**config.mk**
```make
export PLATFORM = sky130hd
export DESIGN_NAME = mbc_bank_ctrl
export DESIGN_NICKNAME = d
export VERILOG_FILES = /design/src/rtl/mbc_bank_pkg.sv /design/src/rtl/mbc_reg_file.sv /design/src/rtl/mbc_rom_map.sv /design/src/rtl/mbc_ram_map.sv /design/src/rtl/mbc_bank_ctrl.sv
export SDC_FILE = /design/constraint.sdc
export NUM_CORES = 1
export LEC_CHECK = 0
export CAP_MARGIN = 10
export CORE_MARGIN = 2
export CORE_UTILIZATION = 30
export DETAILED_ROUTE_END_ITERATION = 6
export PLACE_DENSITY = 0.93
export REMOVE_ABC_BUFFERS = 1
export SLEW_MARGIN = 20
export SYNTH_ARGS = -nofsm -noshare
export SYNTH_HDL_FRONTEND = slang
export SYNTH_SLANG_ARGS = --single-unit
```
**constraint.sdc**
```tcl
create_clock -name clk -period 1.7 [get_ports clk]
set_input_delay 0.17 -clock clk [delete_from_list [all_inputs] [get_ports clk]]
set_output_delay 0.17 -clock clk [all_outputs]
set_load 0.05 [all_outputs]
```
**src/rtl/mbc_bank_pkg.sv**
```systemverilog
package mbc_bank_pkg;

  // Control register picked by address bits 14:13 inside 0x0000-0x7FFF
  typedef enum logic [1:0] {
    SEL_RAM_GATE = 2'd0,
    SEL_ROM_LOW  = 2'd1,
    SEL_UPPER    = 2'd2,
    SEL_MODE     = 2'd3
  } reg_sel_e;

  localparam logic [7:0] RAM_UNLOCK_KEY = 8'h0A;
  localparam int         ROM_OFF_W      = 14;
  localparam int         RAM_OFF_W      = 13;
  localparam int         LOW_BANK_W     = 5;
  localparam int         FULL_BANK_W    = 7;
  localparam logic [2:0] RAM_WIN_TAG    = 3'b101;

  typedef struct packed {
    logic                  ram_gate;
    logic                  mode;
    logic [1:0]            upper;
    logic [LOW_BANK_W-1:0] rom_low;
  } bank_regs_t;

endpackage

```
**src/rtl/mbc_reg_file.sv**
```systemverilog
module mbc_reg_file
  import mbc_bank_pkg::*;
(
  input  logic       clk,
  input  logic       rst_n,
  input  logic [2:0] addr_hi,
  input  logic [7:0] wdata,
  input  logic       wr,
  output bank_regs_t regs_q
);

  reg_sel_e              sel;
  logic                  in_ctrl_space;
  logic [LOW_BANK_W-1:0] low_fixed;

  assign in_ctrl_space = wr & ~addr_hi[2];
  assign sel           = reg_sel_e'(addr_hi[1:0]);
  // A low bank field of zero is never stored
  assign low_fixed     = (wdata[LOW_BANK_W-1:0] == '0) ? LOW_BANK_W'(1)
                                                       : wdata[LOW_BANK_W-1:0];

  always_ff @(posedge clk) begin
    if (!rst_n) begin
      regs_q <= '0;
    end else if (in_ctrl_space) begin
      unique case (sel)
        SEL_RAM_GATE: regs_q.ram_gate <= (wdata == RAM_UNLOCK_KEY);
        SEL_ROM_LOW:  regs_q.rom_low  <= low_fixed;
        SEL_UPPER:    regs_q.upper    <= wdata[1:0];
        SEL_MODE:     regs_q.mode     <= wdata[0];
        default:      regs_q          <= regs_q;
      endcase
    end
  end

endmodule

```
**src/rtl/mbc_rom_map.sv**
```systemverilog
module mbc_rom_map
  import mbc_bank_pkg::*;
#(
  parameter int ROM_BANK_W = 7
) (
  input  logic                  mode,
  input  logic [1:0]            upper,
  input  logic [LOW_BANK_W-1:0] rom_low,
  input  logic [ROM_OFF_W:0]    addr,
  output logic [ROM_BANK_W+ROM_OFF_W-1:0] rom_addr
);

  logic                   switchable;
  logic [1:0]             hi_bits;
  logic [LOW_BANK_W-1:0]  lo_bits;
  logic [FULL_BANK_W-1:0] full_bank;
  logic [ROM_BANK_W-1:0]  bank;

  assign switchable = addr[ROM_OFF_W];
  assign hi_bits    = (switchable && !mode) ? upper : 2'b00;
  assign lo_bits    = switchable ? rom_low : '0;
  assign full_bank  = {hi_bits, lo_bits};

  generate
    if (ROM_BANK_W >= FULL_BANK_W) begin : g_full
      assign bank = ROM_BANK_W'(full_bank);
    end else begin : g_masked
      assign bank = full_bank[ROM_BANK_W-1:0];
    end
  endgenerate

  assign rom_addr = {bank, addr[ROM_OFF_W-1:0]};

endmodule

```
**src/rtl/mbc_ram_map.sv**
```systemverilog
module mbc_ram_map
  import mbc_bank_pkg::*;
#(
  parameter int RAM_BANK_W = 2
) (
  input  logic        ram_gate,
  input  logic        mode,
  input  logic [1:0]  upper,
  input  logic [15:0] addr,
  input  logic        wr,
  input  logic [7:0]  ram_rdata,
  output logic [RAM_BANK_W+RAM_OFF_W-1:0] ram_addr,
  output logic        ram_cs,
  output logic        ram_we,
  output logic [7:0]  cpu_rdata
);

  logic                  in_window;
  logic [RAM_BANK_W-1:0] bank;

  assign in_window = (addr[15:13] == RAM_WIN_TAG);

  generate
    if (RAM_BANK_W >= 2) begin : g_wide
      assign bank = mode ? RAM_BANK_W'(upper) : '0;
    end else begin : g_narrow
      assign bank = mode ? upper[RAM_BANK_W-1:0] : '0;
    end
  endgenerate

  assign ram_addr  = {bank, addr[RAM_OFF_W-1:0]};
  assign ram_cs    = in_window & ram_gate;
  assign ram_we    = ram_cs & wr;
  assign cpu_rdata = ram_cs ? ram_rdata : 8'hFF;

endmodule

```
**src/rtl/mbc_bank_ctrl.sv**
```systemverilog
module mbc_bank_ctrl
  import mbc_bank_pkg::*;
#(
  parameter int ROM_BANK_W = 7,
  parameter int RAM_BANK_W = 2
) (
  input  logic                         clk,
  input  logic                         rst_n,
  input  logic [15:0]                  cpu_addr,
  input  logic [7:0]                   cpu_wdata,
  input  logic                         cpu_wr,
  input  logic [7:0]                   ram_rdata,
  output logic [ROM_BANK_W+13:0]       rom_addr,
  output logic [RAM_BANK_W+12:0]       ram_addr,
  output logic                         ram_cs,
  output logic                         ram_we,
  output logic [7:0]                   cpu_rdata
);

  bank_regs_t regs_q;

  mbc_reg_file u_regs (
    .clk     (clk),
    .rst_n   (rst_n),
    .addr_hi (cpu_addr[15:13]),
    .wdata   (cpu_wdata),
    .wr      (cpu_wr),
    .regs_q  (regs_q)
  );

  mbc_rom_map #(.ROM_BANK_W(ROM_BANK_W)) u_rom (
    .mode     (regs_q.mode),
    .upper    (regs_q.upper),
    .rom_low  (regs_q.rom_low),
    .addr     (cpu_addr[ROM_OFF_W:0]),
    .rom_addr (rom_addr)
  );

  mbc_ram_map #(.RAM_BANK_W(RAM_BANK_W)) u_ram (
    .ram_gate  (regs_q.ram_gate),
    .mode      (regs_q.mode),
    .upper     (regs_q.upper),
    .addr      (cpu_addr),
    .wr        (cpu_wr),
    .ram_rdata (ram_rdata),
    .ram_addr  (ram_addr),
    .ram_cs    (ram_cs),
    .ram_we    (ram_we),
    .cpu_rdata (cpu_rdata)
  );

endmodule

```
==> impl_results.md <==
- HP Start: cpu_addr[0]
- Die Y: 53.6 um
- VDD IR max: 422 uV
- Largest net degree at the start of global routing: 14
- Number of global-route vias before repair: 657
- PD cells: 457 mW/mm^2
- Top Registers: u_regs.regs_q x9
- Type of origin of the critical path: input port
- Worst Path Required: 1.53 ns
- CTS Hold Buffers Added: 0
- CP Launch Point: cpu_addr[13]
- Post-cts sizing count: 0
- Rows: 17
- CTS H-Tree Depth: 1
- Syn Area/Cell: 8.19 um^2
- CTS Buffer Depth: 2
- Via/cell ratio: 4.96
- # setup viols final: 0
- Synthesized cell area: 737 um^2
- CTS Buf Count: 3
- Ys Warns: 0
- Drt first pass iters: 3
- Reg2reg setup slack: 1.06 ns
- Placed wire-length estimate: 1650 um
- Slew @ Worst Pin: 0.397 ns
- Worst hold-check path type: in -> out
- Initial antenna violation count: 0
- Most frequent cell after synthesis: buf_4
- Period utilization: 93.3%
- Synth Register Bits: 9
- Die Footprint: 0.00287 mm^2
- R2R depth: 2
- Final min period: 1.59 ns
- Final wirelength: 2100 um
- IO Pins: 81
- Max frequency: 0.631 GHz
- CTS sink count: 9
- Syn-to-layout area delta: 49.7%
- PortBufs: 41
- Worst Path Max Fanout: 5
- DRC: 0
- Multiplexer share of the synthesized area: 5.43%
- Setup TNS Final: 0 ns
- Netlist cell types: 22
- Compound-Gate Fraction of Synth Area: 4.24%
- Post-Synth Adder-Cell Area: 0%
- Crit Path Class: in -> out
- Yosys top cell area share: 28.5%
- Synth Area in Simple Gates: 35.7%
- Status: finished, final reports clean
- DR iter-0 viols: 2
- Max-cap violations: 0
- Largest register FFs: 9
- Setup bufs post-CTS: 0
- Filler Cells Inserted: 214
- WL/cell: 15.2 um
- Initial core utilization: 32.4%
- Part of the Yosys area used for sequential elements: 24.4%
- TritonCTS clock tree: built
- Via Count: 685
- Final-report hold violation count: 0
- Synth top area cells: buf_4 29%, dfxtp_1 24%, or2_2 6.8%, mux2i_1 5.4%, and2_2 5.1%
- Synth cell count leaders: 28 x buf_4, 9 x dfxtp_1, 8 x or2_2
- Gr usage total: 15.6%
- Ys flop type: dfxtp_1
- Reg2reg end: u_regs.regs_q[8]
- Final ANT Viol Nets: 0
- Remaining global-route overflow: 0
- Hold Path Stages: 0
- Antenna fix cells: 0
- Clk_skew: 0 ns
- RSZ-0062 raised after global routing: false
- Pleak: 0.418 nW
- Worst R2R Start: u_regs.regs_q[8]
- Rel. slew slack: 73.4%
- Max Slew Vio Count: 0
- Register name with the most flops: u_regs.regs_q
- Main combinational cell family by area after synthesis: simple AND/OR/NAND/NOR gates
- Post-synth EDFFs: 0
- Mapped Cells: 90
- Worst path arrival time: 1.42 ns
- Nature of the critical path endpoint: primary output
- Routability Congestion: 0.734
- Ys async rst share: 0%
- Die X: 53.6 um
- Core area: 0.00228 mm^2
- XOR/XNOR Fraction of Synth Area: 0%
- Insertion delay to the later sink of the worst-skew pair: 0.26 ns
- Layout net count: 146
- Hold EP: ram_addr[0]
- PnR Total Power: 504 uW
- First-pass GRT wire length: 3050 um
- Clk root buf: clkbuf_4
- Share of cells above drive strength 1: 40.0%
- Cell taking the most area after synthesis: buf_4
-- stage by stage --
stage / worst slack, ns / instances / hold slack [ns] / utilization [%] / area, um^2
6_report: 0.114 / 138 / 0.341 / 48.5 / 1100
5_1_grt: 0.0306 / 138 / 0.341 / 48.5 / 1100
4_1_cts: 0.0321 / 137 / 0.341 / 48.1 / 1090
3_5_place_dp: 0.0357 / 133 / 0.341 / 46.9 / 1070
3_3_place_gp: 0.117 / 133 / 0.341 / 46.9 / 1070
2_1_floorplan: 0.166 / 60 / 0.298 / - / 518
-- cell usage in the layout (no fill, tap or decap) --
| cell | Yosys | final |
|---|---|---|
| buf_4 | 28 | 14 |
| and3b_2 | 2 | 2 |
| inv_1 | 1 | 1 |
| nor4_1 | 2 | 2 |
| and2_2 | 5 | 5 |
| clkbuf_1 | 1 | 1 |
| nand4_1 | 1 | 1 |
| nor2_1 | 2 | 2 |
| nor4b_1 | 1 | 1 |
| o21ai_0 | 4 | 4 |
| a21oi_1 | 1 | 1 |
| or2_2 | 8 | 8 |
| buf_12 | 0 | 10 |
| mux2i_1 | 4 | 4 |
| and2_1 | 3 | 3 |
| nor2b_1 | 4 | 4 |
| clkbuf_4 | 0 | 3 |
| o22ai_1 | 1 | 1 |
| and4bb_2 | 2 | 2 |
| nand3_1 | 3 | 3 |
| nand4b_1 | 2 | 3 |
| nand2_1 | 5 | 5 |
| clkdlybuf4s50_1 | 0 | 21 |
| dfxtp_1 | 9 | 9 |
-- cell families (layout without fill, tap and decap cells) --
logic type / Yosys count / in the layout
DFF: 9 / 9
buffers and inverters: 31 / 50
AOI/OAI and AO/OA: 6 / 6
and+or+nand+nor: 40 / 41
muxes: 4 / 4
-- per-layer routing --
layer / global-route usage, % / part of all wire, % / wire length, um
met1: 15.2 / 39 / 822
met2: 20.4 / 38 / 801
met3: 15.6 / 21 / 441
met4: 8.12 / 1.7 / 36
met5: 8.33 / 0 / 0
-- where the power goes --
part / total (mW) / internal (mW) / switching [mW]
Sequential: 0.217 / 0.215 / 0.00225
Clock: 0.169 / 0.0907 / 0.0787
Combinational: 0.117 / 0.0715 / 0.0457
Total: 0.504 / 0.377 / 0.127
-- how the worst max path moves through the flow --
| stage | endpoint | cells after the start |
|---|---|---|
| global route | cpu_rdata[6] | 4 |
| floorplan | ram_we | 3 |
| global placement | cpu_rdata[6] | 4 |
| finish | cpu_rdata[1] | 4 |
| detailed placement | cpu_rdata[1] | 4 |
| CTS | cpu_rdata[1] | 4 |
-- worst max-delay path, cell delays in order --
cell and delay (ns):
clkdlybuf4s50_1 0.52, nand4b_1 0.20, or2_2 0.33, buf_4 0.19
-- layout make-up --
cell class              instances  area [um^2]  share of cell area, %
multi-input cells              51          343                   31.1
inverters                       1         3.75                  0.340
well taps                      28         35.0                   3.17
repair buffers                 45          515                   46.7
clock buffers                   4         26.3                   2.38
flip-flops and latches          9          180                   16.3
(Power assumes the default switching activity.)
